==> src/rtl/irqmsg_pkg.sv <==
package irqmsg_pkg;

    localparam int VEC_W  = 8;
    localparam int DEST_W = 8;
    localparam int DM_W   = 3;

    localparam logic [DM_W-1:0] DM_EXTINT = 3'b111;

    typedef struct packed {
        logic              masked;
        logic [DEST_W-1:0] dest;
        logic [VEC_W-1:0]  vector;
        logic [DM_W-1:0]   dmode;
        logic              dest_logical;
        logic              polarity;
        logic              trig_level;
    } route_ent_t;

    typedef struct packed {
        logic [DEST_W-1:0] dest;
        logic [VEC_W-1:0]  vector;
        logic [DM_W-1:0]   dmode;
        logic              dest_logical;
        logic              level;
        logic              trigger;
    } irq_msg_t;

    function automatic irq_msg_t form_msg(route_ent_t e, logic [VEC_W-1:0] ext_vec);
        irq_msg_t m;
        m.dest         = e.dest;
        m.vector       = (e.dmode == DM_EXTINT) ? ext_vec : e.vector;
        m.dmode        = e.dmode;
        m.dest_logical = e.dest_logical;
        m.level        = e.polarity;
        m.trigger      = e.trig_level;
        return m;
    endfunction

endpackage

==> src/rtl/irqmsg_edge_latch.sv <==
module irqmsg_edge_latch #(
    parameter int N_PINS = 8
) (
    input  logic              clk,
    input  logic              rst,
    input  logic [N_PINS-1:0] pins_i,
    input  logic [N_PINS-1:0] mask_i,
    input  logic [N_PINS-1:0] clr_i,
    output logic [N_PINS-1:0] pend_o
);
    logic [N_PINS-1:0] pin_q;
    logic [N_PINS-1:0] pend_q;
    logic [N_PINS-1:0] rise;

    // rising edge against the remembered level; falls only refresh pin_q
    assign rise = pins_i & ~pin_q;

    always_ff @(posedge clk) begin
        if (rst) begin
            pin_q  <= '0;
            pend_q <= '0;
        end else begin
            pin_q  <= pins_i;
            // a fresh edge wins over a same-cycle clear of that pin
            pend_q <= (pend_q & ~clr_i) | (rise & ~mask_i);
        end
    end

    assign pend_o = pend_q;
endmodule

==> src/rtl/irqmsg_pick.sv <==
module irqmsg_pick #(
    parameter int N_PINS = 8,
    parameter int IDX_W  = 3
) (
    input  logic [N_PINS-1:0] pend_i,
    output logic              any_o,
    output logic [IDX_W-1:0]  idx_o,
    output logic [N_PINS-1:0] grant_o
);
    // isolate the lowest set bit
    assign grant_o = pend_i & (~pend_i + N_PINS'(1));
    assign any_o   = |pend_i;

    always_comb begin
        idx_o = '0;
        for (int i = N_PINS - 1; i >= 0; i--) begin
            if (pend_i[i]) idx_o = IDX_W'(i);
        end
    end
endmodule

==> src/rtl/irqmsg_form.sv <==
module irqmsg_form
    import irqmsg_pkg::*;
#(
    parameter int N_PINS = 8,
    parameter int IDX_W  = 3
) (
    input  route_ent_t       ent_i [N_PINS],
    input  logic [IDX_W-1:0] idx_i,
    input  logic [VEC_W-1:0] ext_vec_i,
    output irq_msg_t         msg_o
);
    route_ent_t sel;

    always_comb begin
        sel = ent_i[0];
        for (int i = 1; i < N_PINS; i++) begin
            if (idx_i == IDX_W'(i)) sel = ent_i[i];
        end
        msg_o = form_msg(sel, ext_vec_i);
    end
endmodule

==> src/rtl/irqmsg_gen.sv <==
module irqmsg_gen
    import irqmsg_pkg::*;
#(
    parameter int N_PINS = 8
) (
    input  logic                     clk,
    input  logic                     rst,
    input  logic [N_PINS-1:0]        pins_i,
    input  logic [N_PINS-1:0]        ent_mask_i,
    input  logic [N_PINS*DEST_W-1:0] ent_dest_i,
    input  logic [N_PINS*VEC_W-1:0]  ent_vector_i,
    input  logic [N_PINS*DM_W-1:0]   ent_dmode_i,
    input  logic [N_PINS-1:0]        ent_destmode_i,
    input  logic [N_PINS-1:0]        ent_polarity_i,
    input  logic [N_PINS-1:0]        ent_trigger_i,
    input  logic [VEC_W-1:0]         ext_vector_i,
    output logic                     msg_valid_o,
    input  logic                     msg_ready_i,
    output logic [DEST_W-1:0]        msg_dest_o,
    output logic [VEC_W-1:0]         msg_vector_o,
    output logic [DM_W-1:0]          msg_dmode_o,
    output logic                     msg_destmode_o,
    output logic                     msg_level_o,
    output logic                     msg_trigger_o
);
    localparam int IDX_W = (N_PINS > 1) ? $clog2(N_PINS) : 1;

    route_ent_t        ent [N_PINS];
    logic [N_PINS-1:0] pend;
    logic [N_PINS-1:0] grant;
    logic [N_PINS-1:0] clr;
    logic [IDX_W-1:0]  idx;
    logic              any;
    irq_msg_t          msg;

    for (genvar g = 0; g < N_PINS; g++) begin : g_ent
        assign ent[g].masked       = ent_mask_i[g];
        assign ent[g].dest         = ent_dest_i[g*DEST_W +: DEST_W];
        assign ent[g].vector       = ent_vector_i[g*VEC_W +: VEC_W];
        assign ent[g].dmode        = ent_dmode_i[g*DM_W +: DM_W];
        assign ent[g].dest_logical = ent_destmode_i[g];
        assign ent[g].polarity     = ent_polarity_i[g];
        assign ent[g].trig_level   = ent_trigger_i[g];
    end

    irqmsg_edge_latch #(.N_PINS(N_PINS)) u_latch (
        .clk    (clk),
        .rst    (rst),
        .pins_i (pins_i),
        .mask_i (ent_mask_i),
        .clr_i  (clr),
        .pend_o (pend)
    );

    irqmsg_pick #(.N_PINS(N_PINS), .IDX_W(IDX_W)) u_pick (
        .pend_i  (pend),
        .any_o   (any),
        .idx_o   (idx),
        .grant_o (grant)
    );

    irqmsg_form #(.N_PINS(N_PINS), .IDX_W(IDX_W)) u_form (
        .ent_i     (ent),
        .idx_i     (idx),
        .ext_vec_i (ext_vector_i),
        .msg_o     (msg)
    );

    assign clr = grant & {N_PINS{any & msg_ready_i}};

    assign msg_valid_o    = any;
    assign msg_dest_o     = msg.dest;
    assign msg_vector_o   = msg.vector;
    assign msg_dmode_o    = msg.dmode;
    assign msg_destmode_o = msg.dest_logical;
    assign msg_level_o    = msg.level;
    assign msg_trigger_o  = msg.trigger;
endmodule

==> config.mk <==
export PLATFORM = sky130hd
export DESIGN_NAME = irqmsg_gen
export DESIGN_NICKNAME = d
export VERILOG_FILES = /design/src/rtl/irqmsg_pkg.sv /design/src/rtl/irqmsg_edge_latch.sv /design/src/rtl/irqmsg_pick.sv /design/src/rtl/irqmsg_form.sv /design/src/rtl/irqmsg_gen.sv
export SDC_FILE = /design/constraint.sdc
export NUM_CORES = 1
export LEC_CHECK = 0
export BUFFER_PORTS_ARGS = -buffer_cell sky130_fd_sc_hd__buf_2
export CAP_MARGIN = 20
export CORE_MARGIN = 3
export CORE_UTILIZATION = 29
export CTS_CLUSTER_SIZE = 10
export DETAILED_ROUTE_END_ITERATION = 8
export GPL_TIMING_DRIVEN = 0
export HOLD_SLACK_MARGIN = 0.12
export PLACE_DENSITY = 0.76
export SLEW_MARGIN = 40
export SYNTH_ARGS = -nofsm -noshare
export SYNTH_HDL_FRONTEND = slang
export SYNTH_SLANG_ARGS = --single-unit
==> constraint.sdc <==
create_clock -name clk -period 3.13 [get_ports clk]
set_input_delay 0.4695 -clock clk [delete_from_list [all_inputs] [get_ports clk]]
set_output_delay 0.4695 -clock clk [all_outputs]
set_load 0.03 [all_outputs]
==> impl_metrics.json <==
{
  "holdPathEnd": "u_latch.pin_q[6]",
  "synth_edf_count": 0,
  "synth_top_area_share": 0.1301,
  "finalWorstSetupSlack_ps": -56.64,
  "syn-num-nets": 546,
  "synth_most_common_cell": "nand2_1",
  "stdcell_count": 680,
  "avgSynthCellArea_um2": 7.179,
  "fin_setup_tns_ps": -270.1,
  "rsz0062_at_grt": "yes",
  "clock_sinks": 16,
  "crit_arrival_ps": 2720,
  "dpl.hpwl_um": 10190,
  "initialDrtViolationCount": 318,
  "start_util": 0.3090,
  "critPathRequiredTime_ps": 2660,
  "p_comb_frac": 0.715,
  "yosys.area.top_type": "dfxtp_1",
  "status": "finished, violations left",
  "ys_ff_latch": 16,
  "layout.nets": 782,
  "finalHoldViolCount": 0,
  "ys_top_cells_by_count": "nand2_1 (38), nor2_1 (36), mux2i_1 (32), a221oi_1 (27), a22oi_1 (19)",
  "die_area_um2": 9632,
  "post-route-drc-count": 0,
  "layout_min_cycle_time_ps": 3187,
  "cts_buffers": 3,
  "wire_per_inst_um": 17.93,
  "hold_start": "pins_i[6]",
  "antenna_found_initial": 1,
  "netlist_area_um2": 2462,
  "clockBufferDepth": 2,
  "r2r-end": "u_latch.pend_o[1]",
  "yosysWarningCount": 0,
  "die_y_um": 98.15,
  "gp_congestion": 0.9195,
  "ys_top_cells_by_area": "dfxtp_1 (13%), mux2i_1 (13%), a221oi_1 (9.6%)",
  "root_buffer": "clkbuf_8",
  "antenna_left": 0,
  "rows": 32,
  "skew_ps": 1.063,
  "cts_max_level": 1,
  "clkTransAtPathRegs_ps": 60,
  "p_int_uw": 785.1,
  "syn-instance-count": 343,
  "slew_viol_final": 0,
  "ir_drop_uv": 230.8,
  "r2r_start": "u_latch.pend_o[0]",
  "drive_gt1_frac": 0.5035,
  "cap_violations": 0,
  "cp-start-kind": "register",
  "areaGrowthSynthToFinish_pct": 63.41,
  "max_freq_mhz": 313.8,
  "swShare": 0.4496,
  "overflow": 0,
  "p_seq_frac": 0.160,
  "leakagePower_uw": 0.002013,
  "power_density_nw_per_um2": 354.5,
  "antennaDiodeCount": 0,
  "vias_per_cell": 5.371,
  "cts_tree": "yes",
  "setup_viol": 7,
  "core_um2": 7968,
  "hold_path_class": "in -> reg",
  "grt_pass1_vias": 3542,
  "clk_latency_ps": 240,
  "end_kind": "output port",
  "regToRegSetupSlack_ps": 1490,
  "r2r_cells": 5,
  "cp-startpoint": "u_latch.pend_o[0]",
  "yosys_most_used_dff": "dfxtp_1",
  "violations": "negative setup slack",
  "fp.dieW_um": 98.15,
  "p_sw_uw": 641.4,
  "grt_pass1_wl_um": 18360,
  "grt_max_degree": 11,
  "wl_um": 12190,
  "ys_seq_area_frac": 0.1301,
  "portBuffers": 225,
  "cp_max_fo": 9,
  "maxSlewHeadroom": 0.6440,
  "clock_power_share": 0.125,
  "dr.pass1.iters": 5,
  "async_flop_share": 0,
  "dp.cells": 670,
  "via_count": 3652,
  "io_pins": 226,
  "worstHoldPathCells": 2,
  "worstSetupPathType": "reg -> out",
  "worst_pin_slew_ps": 534.1,
  "grt_usage": 0.2321,
  "synth_cell_types": 48,
  "fin_crit_sh": 1.018
}
-- power by group through the flow --
stage	clock, uW	combinational (uW)	sequential, uW
floorplan	0	606	224
global placement	0	912	225
detailed placement	0	923	225
CTS	182	988	227
global route	193	1090	231
finish	178	1020	229
-- routing by layer --
metal  vias up  global-route usage  share of wire
li1       1788                   -              -
met1      1640              0.3012           0.42
met2       199              0.4120           0.48
met3        23             0.03571          0.080
met4         2             0.03887          0.016
met5         -                   0        0.00057
-- cells by family (layout without fill, tap and decap cells) --
logic type / count (synthesis) / in the layout / synth area share
compound gates: 123 / 123 / 0.3852
simple gates: 121 / 121 / 0.2373
buf+inv: 43 / 278 / 0.07469
mux: 40 / 40 / 0.1728
flops: 16 / 16 / 0.1301
-- sequential cells by signal, summed over array words and instances, names as in the netlist --
name and cells:
u_latch.pin_q 8, u_latch.pend_o 8
-- worst max-delay path by stage --
| stage | endpoint | slack, ps | cells after the start |
|---|---|---|---|
| after floorplan | msg_vector_o[0] | -80 | 9 |
| after global placement | msg_vector_o[4] | -200 | 9 |
| after detailed placement | msg_vector_o[0] | -240 | 11 |
| after CTS | msg_vector_o[0] | -180 | 11 |
| after global routing | msg_vector_o[1] | -140 | 10 |
| final | msg_vector_o[4] | -60 | 10 |
-- cell type report --
class,count,area [um2]
fillers,785,3944
multi-input cells,284,2053
repair buffers,239,1282
flip-flops and latches,16,329.1
plain buffers,23,131.4
well taps,102,127.6
clock buffers,4,55.05
inverters,12,45.04
-- cell usage in the layout (no fill, tap or decap), drive strengths merged, types with 2 or more instances in the layout --
cell type  netlist  routed
dfxtp           16      16
nor2            37      37
a21oi           12      12
a22oi           19      19
mux2             8       8
nor4             3       3
a211o            2       2
and2             3       3
nand2           38      38
o21ai           15      15
a21boi           2       2
nor3             4       4
o211ai           6       6
nand4            2       2
a221oi          28      28
nor2b           12      12
mux2i           32      32
clkbuf          18      19
inv             11      11
nand2b           4       4
or2              2       2
o211a           11      11
or3              2       2
o22ai           13      13
nand3           11      11
buf             13     247
a211oi           8       8
-- timing repair --
action	in CTS	in global routing
setup buffers	9	5
resized for setup	32	27
hold buffers	0	0
endpoints found under the setup margin	20	19
pin swaps	2	9
-- stage by stage --
stage	hold WS, ps	instance area, um2	power (uW)	utilization	setup slack [ps]
4_1_cts	449.5	3936	1397	0.4940	-178.6
3_5_place_dp	496.6	3720	1148	0.4669	-239.3
5_1_grt	446.8	4024	1515	0.5050	-139.2
6_report	449.2	4024	1427	0.5050	-56.64
2_1_floorplan	470.2	2466	829.5	-	-79.79
3_3_place_gp	488.7	3720	1137	0.4669	-198.2
-- worst max-delay path, stage by stage, from the launching register on --
cell	delay [ps]
dfxtp_2	330
buf_8	130
or4_4	440
or3_4	430
o21a_4	150
nand3_4	60
o221ai_4	130
o211ai_4	200
buf_12	160
mux2_4	300
buf_6	140
No activity file was read; power rests on OpenSTA's default activity.
